**config.mk**
```make
export PLATFORM = sky130hd
export DESIGN_NAME = irq_watchdog
export DESIGN_NICKNAME = d
export VERILOG_FILES = /design/src/rtl/wdt_pkg.sv /design/src/rtl/wdt_upcount.sv /design/src/rtl/wdt_regbank.sv /design/src/rtl/wdt_ctrl.sv /design/src/rtl/irq_watchdog.sv
export SDC_FILE = /design/constraint.sdc
export NUM_CORES = 1
export LEC_CHECK = 0
export ABC_AREA = 1
export BUFFER_PORTS_ARGS = -buffer_cell sky130_fd_sc_hd__buf_4
export CAP_MARGIN = 20
export CORE_ASPECT_RATIO = 0.6
export CORE_MARGIN = 5
export CORE_UTILIZATION = 50
export DETAILED_ROUTE_END_ITERATION = 7
export HOLD_SLACK_MARGIN = 0.03
export PLACE_DENSITY = 0.67
export SLEW_MARGIN = 20
export SYNTH_ARGS = -nofsm -noshare
export SYNTH_HDL_FRONTEND = slang
export SYNTH_SLANG_ARGS = --single-unit
```
**constraint.sdc**
```tcl
create_clock -name clk -period 1.9 [get_ports clk]
set_input_delay 0.38 -clock clk [delete_from_list [all_inputs] [get_ports clk]]
set_output_delay 0.38 -clock clk [all_outputs]
set_load 0.05 [all_outputs]
```
**src/rtl/wdt_pkg.sv**
```systemverilog
// Package: shared register addresses and field positions for the
// two-stage watchdog. Assumes an address bus of at least two bits.
package wdt_pkg;

    // Write/read address of each register
    localparam int ADR_COUNT = 0;
    localparam int ADR_LAT   = 1;
    localparam int ADR_CTRL  = 2;
    localparam int ADR_CLEAR = 3;

    // Bit positions inside the control readback word
    localparam int CTRL_EN_BIT   = 0;
    localparam int CTRL_PEND_BIT = 1;

endpackage

```
**src/rtl/wdt_upcount.sv**
```systemverilog
// Module: resettable up-counter with a compare output against a limit.
// The compare is either exact equality or "reached or passed", chosen by
// a parameter. Clear has priority over increment. Assumes the controller
// clears the counter before it can wrap.
module wdt_upcount #(
    parameter int W      = 16,
    parameter bit USE_GE = 1'b0
) (
    input  logic         clk,
    input  logic         rst_n,
    input  logic         clr,
    input  logic         inc,
    input  logic [W-1:0] limit,
    output logic [W-1:0] cnt,
    output logic         hit
);

    // Count register: synchronous reset, then clear, then step
    always_ff @(posedge clk) begin
        if (!rst_n) begin
            cnt <= '0;
        end else if (clr) begin
            cnt <= '0;
        end else if (inc) begin
            cnt <= cnt + 1'b1;
        end
    end

    // Compare variant picked at elaboration
    generate
        if (USE_GE) begin : g_ge
            // Fires once the count has reached or passed the limit
            always_comb hit = (cnt >= limit);
        end else begin : g_eq
            // Fires only on an exact match
            always_comb hit = (cnt == limit);
        end
    endgenerate

endmodule

```
**src/rtl/wdt_regbank.sv**
```systemverilog
// Module: register file of the watchdog. It holds the timeout, the
// latency limit and the interrupt enable, decodes the write strobes into
// arm / stop / clear events and drives the registered readback.
// Assumes CNT_W >= 2 so that the control word fits in the read data.
module wdt_regbank
    import wdt_pkg::*;
#(
    parameter int CNT_W  = 16,
    parameter int ADDR_W = 2
) (
    input  logic              clk,
    input  logic              rst_n,
    input  logic              wr_en,
    input  logic [ADDR_W-1:0] wr_addr,
    input  logic [CNT_W-1:0]  wr_data,
    input  logic              rd_en,
    input  logic [ADDR_W-1:0] rd_addr,
    input  logic              sys_clear,
    input  logic              pending,
    output logic [CNT_W-1:0]  rd_data,
    output logic [CNT_W-1:0]  timeout_q,
    output logic [CNT_W-1:0]  lat_q,
    output logic              irq_en,
    output logic              arm_wr,
    output logic              stop_wr,
    output logic              clr_wr
);

    logic sel_count;
    logic sel_lat;
    logic sel_ctrl;

    // Write address decode
    always_comb begin
        sel_count = wr_en && (wr_addr == ADDR_W'(ADR_COUNT));
        sel_lat   = wr_en && (wr_addr == ADDR_W'(ADR_LAT));
        sel_ctrl  = wr_en && (wr_addr == ADDR_W'(ADR_CTRL));
        clr_wr    = wr_en && (wr_addr == ADDR_W'(ADR_CLEAR));
    end

    // Count-register events: a new nonzero value arms, zero stops
    always_comb begin
        arm_wr  = sel_count && (wr_data != '0) && (wr_data != timeout_q);
        stop_wr = sel_count && (wr_data == '0);
    end

    // Timeout register: wiped by the watchdog's own reset pulse
    always_ff @(posedge clk) begin
        if (!rst_n) begin
            timeout_q <= '0;
        end else if (sys_clear) begin
            timeout_q <= '0;
        end else if (sel_count) begin
            timeout_q <= wr_data;
        end
    end

    // Latency limit and enable: kept across the reset pulse
    always_ff @(posedge clk) begin
        if (!rst_n) begin
            lat_q  <= '0;
            irq_en <= 1'b0;
        end else begin
            if (sel_lat) begin
                lat_q <= wr_data;
            end
            if (sel_ctrl) begin
                irq_en <= wr_data[CTRL_EN_BIT];
            end
        end
    end

    // Registered readback multiplexer
    always_ff @(posedge clk) begin
        if (!rst_n) begin
            rd_data <= '0;
        end else if (rd_en) begin
            rd_data <= '0;
            if (rd_addr == ADDR_W'(ADR_COUNT)) begin
                rd_data <= timeout_q;
            end else if (rd_addr == ADDR_W'(ADR_LAT)) begin
                rd_data <= lat_q;
            end else if (rd_addr == ADDR_W'(ADR_CTRL)) begin
                rd_data[CTRL_EN_BIT]   <= irq_en;
                rd_data[CTRL_PEND_BIT] <= pending;
            end
        end
    end

endmodule

```
**src/rtl/wdt_ctrl.sv**
```systemverilog
// Module: sequencer of the two watchdog stages. It steers both counters,
// holds the pending interrupt and issues the one-cycle reset request.
// Priorities at a shared edge: a count-register write beats a main
// timeout, and a clear beats the latency limit.
module wdt_ctrl (
    input  logic clk,
    input  logic rst_n,
    input  logic armed,
    input  logic irq_en,
    input  logic arm_wr,
    input  logic stop_wr,
    input  logic clr_wr,
    input  logic main_hit,
    input  logic lat_hit,
    output logic main_clr,
    output logic main_inc,
    output logic lat_clr,
    output logic lat_inc,
    output logic pending,
    output logic fire,
    output logic sys_rst_req
);

    logic main_evt;
    logic lat_evt;
    logic clr_ok;
    logic go_warn;

    // Event detection with the write priorities applied
    always_comb begin
        main_evt = armed && !pending && main_hit && !arm_wr && !stop_wr;
        lat_evt  = pending && lat_hit && !clr_wr;
        clr_ok   = pending && clr_wr;
        go_warn  = main_evt && irq_en;
        fire     = (main_evt && !irq_en) || lat_evt;
    end

    // Counter steering: main runs while armed and idle, latency while pending
    always_comb begin
        main_inc = armed && !pending;
        main_clr = arm_wr || stop_wr || main_evt || clr_ok || fire;
        lat_inc  = pending;
        lat_clr  = !pending || clr_ok || lat_evt;
    end

    // Pending interrupt flag
    always_ff @(posedge clk) begin
        if (!rst_n) begin
            pending <= 1'b0;
        end else if (fire) begin
            pending <= 1'b0;
        end else if (go_warn) begin
            pending <= 1'b1;
        end else if (clr_ok) begin
            pending <= 1'b0;
        end
    end

    // Reset request pulse register
    always_ff @(posedge clk) begin
        if (!rst_n) begin
            sys_rst_req <= 1'b0;
        end else begin
            sys_rst_req <= fire;
        end
    end

endmodule

```
**src/rtl/irq_watchdog.sv**
```systemverilog
// Module: top of the two-stage interrupting watchdog. It joins the
// register file, the sequencer and the two counters. The main counter
// compares for equality; the latency counter compares "reached or
// passed", so that a lowered limit still ends the warning stage.
module irq_watchdog #(
    parameter int CNT_W  = 16,
    parameter int ADDR_W = 2
) (
    input  logic              clk,
    input  logic              rst_n,
    input  logic              wr_en,
    input  logic [ADDR_W-1:0] wr_addr,
    input  logic [CNT_W-1:0]  wr_data,
    input  logic              rd_en,
    input  logic [ADDR_W-1:0] rd_addr,
    output logic [CNT_W-1:0]  rd_data,
    output logic              irq,
    output logic              sys_rst_req
);

    localparam int NUM_CNT = 2;

    logic [CNT_W-1:0] timeout_q;
    logic [CNT_W-1:0] lat_q;
    logic             irq_en;
    logic             arm_wr;
    logic             stop_wr;
    logic             clr_wr;
    logic             pending;
    logic             fire;
    logic             armed;

    logic [NUM_CNT-1:0]            c_clr;
    logic [NUM_CNT-1:0]            c_inc;
    logic [NUM_CNT-1:0]            c_hit;
    logic [NUM_CNT-1:0][CNT_W-1:0] c_lim;
    logic [NUM_CNT-1:0][CNT_W-1:0] c_val;

    // Armed whenever a nonzero timeout is stored
    always_comb armed = (timeout_q != '0);

    // Limits per counter: index 0 main, index 1 latency
    always_comb begin
        c_lim[0] = timeout_q;
        c_lim[1] = lat_q;
    end

    wdt_regbank #(
        .CNT_W  (CNT_W),
        .ADDR_W (ADDR_W)
    ) u_regs (
        .clk       (clk),
        .rst_n     (rst_n),
        .wr_en     (wr_en),
        .wr_addr   (wr_addr),
        .wr_data   (wr_data),
        .rd_en     (rd_en),
        .rd_addr   (rd_addr),
        .sys_clear (fire),
        .pending   (pending),
        .rd_data   (rd_data),
        .timeout_q (timeout_q),
        .lat_q     (lat_q),
        .irq_en    (irq_en),
        .arm_wr    (arm_wr),
        .stop_wr   (stop_wr),
        .clr_wr    (clr_wr)
    );

    wdt_ctrl u_ctrl (
        .clk         (clk),
        .rst_n       (rst_n),
        .armed       (armed),
        .irq_en      (irq_en),
        .arm_wr      (arm_wr),
        .stop_wr     (stop_wr),
        .clr_wr      (clr_wr),
        .main_hit    (c_hit[0]),
        .lat_hit     (c_hit[1]),
        .main_clr    (c_clr[0]),
        .main_inc    (c_inc[0]),
        .lat_clr     (c_clr[1]),
        .lat_inc     (c_inc[1]),
        .pending     (pending),
        .fire        (fire),
        .sys_rst_req (sys_rst_req)
    );

    // One counter per stage; the latency stage uses the ">=" compare
    generate
        for (genvar i = 0; i < NUM_CNT; i++) begin : g_cnt
            wdt_upcount #(
                .W      (CNT_W),
                .USE_GE (i == 1)
            ) u_cnt (
                .clk   (clk),
                .rst_n (rst_n),
                .clr   (c_clr[i]),
                .inc   (c_inc[i]),
                .limit (c_lim[i]),
                .cnt   (c_val[i]),
                .hit   (c_hit[i])
            );
        end
    endgenerate

    // Interrupt line follows the pending flag
    always_comb irq = pending;

endmodule

```
# After elaboration in Yosys (flattened, before gate mapping)
# Index checks and enable logic that the tools add are counted.
dict set report op_classes {
  bitwise_logic 1
  n_lt_le_gt_ge 1
  addsub 2
  n_mux 6
  n_eq_ne 7
  reduce_logical 37
}
# op count
set ops {}
lappend ops {{$add A16 B1 Y16 const B} 2}
lappend ops {{$reduce_bool A16 Y1} 2}
lappend ops {{$eq A16 B16 Y1} 1}
lappend ops {{$ge A16 B16 Y1} 1}
lappend ops {{$logic_and A1 B1 Y1} 16}
lappend ops {{$logic_not A16 Y1} 1}
lappend ops {{$mux W16} 1}
lappend ops {{$ne A16 B16 Y1} 1}
lappend ops {{$mux W14} 1}
lappend ops {{$logic_or A1 B1 Y1} 7}
lappend ops {{$eq A2 B2 Y1 const B} 3}
lappend ops {{$reduce_or A2 Y1} 3}
lappend ops {{$logic_not A1 Y1} 5}
lappend ops {{$eq A2 B1 Y1 const B} 2}
lappend ops {{$logic_not A2 Y1} 2}
lappend ops {{$mux W2} 2}
lappend ops {{$mux W1} 2}
lappend ops {{$reduce_bool A2 Y1} 1}
lappend ops {{$not A1 Y1} 1}
dict set report word_totals {
  inputBits 24
  wordCells 62
  reg_bits 83
}

# Logic depth before layout (Yosys ltp)
dict set report logic_depth {
  ltp_word 11
  ltp_mapped 14
}

# Hierarchy
# Synthesis repeated with hierarchy kept, for this count alone.
dict set report hier_totals {
  cells_unflattened 729
  hier_area_um2 4859.7
}
# mod cells_each instances area_per_inst_um2 seq_area_each_um2
set modules_own_cells {}
lappend modules_own_cells {wdt_regbank 346 1 2406.1 980.9}
lappend modules_own_cells {{wdt_upcount (g_cnt[1].u_cnt)} 183 1 1221.2 320.3}
lappend modules_own_cells {{wdt_upcount (g_cnt[0].u_cnt)} 161 1 1009.7 320.3}
lappend modules_own_cells {wdt_ctrl 24 1 166.4 40.0}
lappend modules_own_cells {irq_watchdog 15 1 56.3 0.0}

# Worst setup path after synthesis
# Ideal clock, no wire load.
dict set report synth_timing {
  kind {register to register}
  from {reg u_ctrl.pending (netlist: u_ctrl.lat_inc)}
  to {reg g_cnt[1].u_cnt.cnt[12]}
  required_ns 1.782
  path_buffers 1
  setup_ns 0.118
  synth_period_minus_slack_ns 1.853
  t_arrival_ns 1.735
  stages_incl_launch_ff 11
  slack_ns 0.047
  path_cell_list {dfxtp_1 > buf_4 > nand2_1 > nor3_2 > nand3_1 > nor2_1 > inv_1 > nor2_1 > nand2_1 > nand2_1 > a21oi_1}
}
dict set report synth_between {
  elab_chain_len 4
  word_cells_on_any_way 7
  cone_classes {reduce/logical (7)}
}
# item line_no
set synth_rtl {}
lappend synth_rtl {{from (decl)} wdt_ctrl.sv:19} ;# output logic pending,
lappend synth_rtl {{from (signal assigned)} wdt_ctrl.sv:49} ;# pending <= 1'b0;
lappend synth_rtl {{from (signal assigned)} wdt_ctrl.sv:51} ;# pending <= 1'b0;
lappend synth_rtl {{from (signal assigned)} wdt_ctrl.sv:53} ;# pending <= 1'b1;
lappend synth_rtl {{$logic_not A1 Y1, or another cell as far along} wdt_ctrl.sv:43} ;# lat_clr = !pending || clr_ok || lat_evt;
lappend synth_rtl {{$logic_or A1 B1 Y1 or $logic_and A1 B1 Y1 (tied branches)} {wdt_ctrl.sv:43, wdt_ctrl.sv:32}}
lappend synth_rtl {{$logic_or A1 B1 Y1} wdt_ctrl.sv:43}
lappend synth_rtl {{$reduce_or A2 Y1 (no source line)} n/a}
lappend synth_rtl {{to (signal assigned)} wdt_upcount.sv:25} ;# cnt <= cnt + 1'b1;
lappend synth_rtl {{to (decl)} wdt_upcount.sv:14} ;# output logic [W-1:0] cnt,
# Several ways; a longest one is shown, not always the timed one.
# A chain may end at the register's enable or synchronous reset.

# Worst setup path after layout
dict set report layout_timing {
  from {reg u_regs.timeout_q[2]}
  to {reg g_cnt[0].u_cnt.cnt[1]}
}
dict set report layout_between {
  elab_chain_len 9
  word_cells_on_any_way 16
  cone_classes {eq/ne (2); reduce/logical (14)}
}
# item line_no
set layout_rtl {}
lappend layout_rtl {{from (decl)} wdt_regbank.sv:21} ;# output logic [CNT_W-1:0] timeout_q,
lappend layout_rtl {{from (signal assigned)} wdt_regbank.sv:54} ;# timeout_q <= wr_data;
lappend layout_rtl {{$ne A16 B16 Y1 or $reduce_bool A16 Y1 (tied branches)} {wdt_regbank.sv:43, irq_watchdog.sv:40}}
lappend layout_rtl {{$logic_and A1 B1 Y1, on equally long branches} {wdt_regbank.sv:43, wdt_ctrl.sv:31, wdt_ctrl.sv:40}}
lappend layout_rtl {{$logic_not A1 Y1 or $logic_and A1 B1 Y1 (tied branches)} wdt_ctrl.sv:31} ;# main_evt = armed && !pending && main_hit && !arm_wr && !stop_wr;
lappend layout_rtl {{$logic_and A1 B1 Y1 (2 in a row)} wdt_ctrl.sv:31}
lappend layout_rtl {{$logic_or A1 B1 Y1 or $logic_and A1 B1 Y1 (tied branches)} {wdt_ctrl.sv:41, wdt_ctrl.sv:35}}
lappend layout_rtl {{$logic_or A1 B1 Y1, on equally long branches} {wdt_ctrl.sv:41, wdt_ctrl.sv:35}}
lappend layout_rtl {{$logic_or A1 B1 Y1} wdt_ctrl.sv:41} ;# main_clr = arm_wr || stop_wr || main_evt || clr_ok || fire;
lappend layout_rtl {{$reduce_or A2 Y1 (no source line)} n/a}
lappend layout_rtl {{to (signal assigned)} wdt_upcount.sv:25}
lappend layout_rtl {{to (decl)} wdt_upcount.sv:14}
# Several ways; a longest one is shown, not always the timed one.

==> flow_summary.ini <==
[pwr]
sw_frac_of_total_pct = 33.8
peakVddDrop_v = 0.000488
p_seq_share_pct = 39.4
p_int_mw = 3.25
p_sw_mw = 1.66
comb_power_share_pct = 26.4
pwr_density_cell_nw_per_um2 = 827
p_clk_share_pct = 34.3
leakage_nw = 2.58

[synthesis]
yosysTopAreaCell = dfxtp_1
syn_area_um2 = 4830
ys_ff_latch = 83
synth_ff_type = dfxtp_1
yosysTopAreaCellShare_pct = 34.4
syn_area_per_cell_um2 = 6.78
yosys_warnings = 0
synth-edff-count = 0
synth.distinct_cells = 40
syn_inst = 713
yosysSeqAreaShare_pct = 34.4
synthArstFlopShare_pct = 0
synth_area_leaders = dfxtp_1, nand2_1, inv_1, nor2_1, o21ai_0
syn_nets = 755

[min_path]
hp-class = in2reg
min_delay_path_depth = 4
hp-start = wr_addr[0]
holdPathEnd = u_regs.irq_en

[die]
fp.coreArea_um2 = 9290
fp-row-count = 27
die_height_um = 86.2
pin_count = 42
dieArea_um2 = 11800
die_w_um = 137
start_util_pct = 52.0

[place]
placed_area_um2 = 5400
io_buffer_count = 41
globalplace.congestion = 0.837
dp_hpwl_um = 9740
place_inst = 888

[clock_tree]
cts_made_buffers = 9
clock_latency_ps = 340
cts.clk_slew.worst_paths_ps = 60
cts_sinks = 83
cts_tree = yes
clockRootBuffer = clkbuf_16
cts-htree-levels = 3
cts_buffer_depth = 2

[timing]
fin_crit_sh_pct = 99.5
rsz0062_at_grt = yes
setup-violations-final = 0
worst_pin_slew_ps = 413
relSlewSlack_pct = 72.4
layout_min_cycle_time_ps = 1890
clock.fmax_mhz = 529
hold_viol_final = 0
final.setup_skew_ps = 5.41
slew_violations = 0

[finish]
fill_cells = 846
syn2layout_area_growth_pct = 22.9
nets = 814
layout_common_cells = nand2_1, inv_1, nor2_1, dfxtp_1, buf_4
stdcell_count = 907
diodes = 0
final_layout_size_suffix_gt1_share_pct = 22.0
finalInstanceArea_um2 = 5940
mostFrequentLayoutCell = nand2_1

[outcome]
outcome = finished clean

[route]
vias = 4748
routedWlPerCell_um = 14.8
ant_nets = 0
vias_per_cell = 5.23
dr.pass1.iters = 5
drcViolationCount = 0
drt_iter0_drc = 520
wirelength_um = 13500

[setup_path]
timing.rr.start = u_regs.timeout_q[2]
r2r_end = g_cnt[0].u_cnt.cnt[1]
crit_fanout = 8
critPathKind = reg2reg
r2r_setup_slack_ps = 10
reg2reg_depth = 12
cp-end-kind = flop
arrival_ps = 2130
cp_data_required_time_ps = 2140
startpoint_type = flop

[grt]
grt_pass1_wl_um = 21700
grt_pass1_vias = 4479
grt_max_degree = 33
globalRouteOverflowTotal = 0
grt_util_all_layers_pct = 23.2
antenna_found_initial = 0

[run]
cap_violations = 0
==> Yosys cell counts, types with 2 or more instances <==
library cell and n:
ha_1 18, inv_1 102, dfxtp_1 83, nand2_2 3
nand2_1 173, a31oi_1 2, nor2_1 94, nand3_1 22
inv_2 14, nor2_2 7, xnor2_1 4, xor2_1 18
nor3_1 5, nor2_4 13, clkbuf_1 13, o221ai_1 14
nand4_1 10, nand3_4 3, o21ai_0 54, nand2_4 2
a21boi_0 2, buf_1 2, a21oi_1 35, nor4_1 2
nor3b_1 2, buf_4 2
==> cell type report <==
cell class,count,area (µm²),share of cell area (%)
inverters,117,440,7.42
clock inverters,3,22.5,0.379
multi-input cells,495,2830,47.7
well taps,130,163,2.74
repair buffers,66,548,9.23
clock buffers,13,260,4.38
flip-flops and latches,83,1670,28.2
==> how the worst max path moves through the flow <==
stage,slack [ps],from,end,cells past startpoint
2_1_floorplan,50,u_ctrl.lat_inc,g_cnt[1].u_cnt.cnt[12],10
3_3_place_gp,50,u_regs.lat_q[7],g_cnt[0].u_cnt.cnt[3],14
3_5_place_dp,-40,u_regs.lat_q[5],g_cnt[0].u_cnt.cnt[4],15
4_1_cts,10,u_regs.lat_q[7],g_cnt[0].u_cnt.cnt[2],13
5_1_grt,-100,u_regs.lat_q[5],g_cnt[0].u_cnt.cnt[15],15
6_report,10,u_regs.timeout_q[2],g_cnt[0].u_cnt.cnt[1],12
==> per-stage QoR <==
step | worst slack (ps) | TNS (ps) | hold WS (ps) | power (mW) | utilization (%)
finish | 10.1 | 0 | 345 | 4.91 | 63.9
global route | -97.5 | -1930 | 372 | 5.15 | 63.9
CTS | 11.9 | 0 | 332 | 4.85 | 61.7
detailed placement | -36.7 | -36.7 | 465 | 3.10 | 58.1
global placement | 45.1 | 0 | 458 | 3.08 | 58.1
floorplan | 46.7 | 0 | 430 | 2.79 | -
==> metal layers <==
layer / vias up / share of wire [%] / global-route usage [%]
met1: 2188 / 49 / 32.8
met3: 20 / 6.6 / 4.98
li1: 2370 / - / -
met5: - / 0 / 0
met2: 170 / 43 / 36.5
met4: 0 / 1.0 / 4.62
==> power by group through the flow <==
stage	Sequential, mW	Combinational (mW)	Clock [mW]
2_1_floorplan	2.02	0.768	0
3_3_place_gp	1.96	1.12	0
3_5_place_dp	1.96	1.13	0
4_1_cts	1.93	1.21	1.72
5_1_grt	1.95	1.42	1.78
6_report	1.93	1.29	1.68
==> cell families after synthesis <==
group | Yosys count | share of synthesized area, %
compound gates | 111 | 13.1
fa+ha+maj | 18 | 4.66
buf+inv | 137 | 11.3
xor+xnor | 22 | 3.99
flops | 83 | 34.4
simple gates | 342 | 32.5
==> flip-flops by register name (all words and copies together) (netlist names) <==
signal and flops:
u_regs.lat_q 16, g_cnt.u_cnt.cnt 32, u_regs.timeout_q 16, u_regs.rd_data 16, u_regs.irq_en 1, u_ctrl.sys_rst_req 1, u_ctrl.lat_inc 1
==> worst max-delay path, stage by stage (launching register included) <==
cell     delay, ps
dfxtp_1        410
inv_2           90
nand2_1         70
nand2_1         60
nor2_1         140
nand2_1         80
nor2_2         130
nand3_1         90
nand2_1        130
nand3_4        160
nand4_4        190
buf_12         170
nor2_1          50
==> what timing repair did <==
item / in CTS / in global routing
cloned: 1 / 2
endpoints found under the setup margin: 11 / 45
hold buffers: 0 / 0
resized for setup: 6 / 48
pin swaps: 2 / 8
buffers inserted: 0 / 0
No activity file was read; power rests on OpenSTA's default activity.
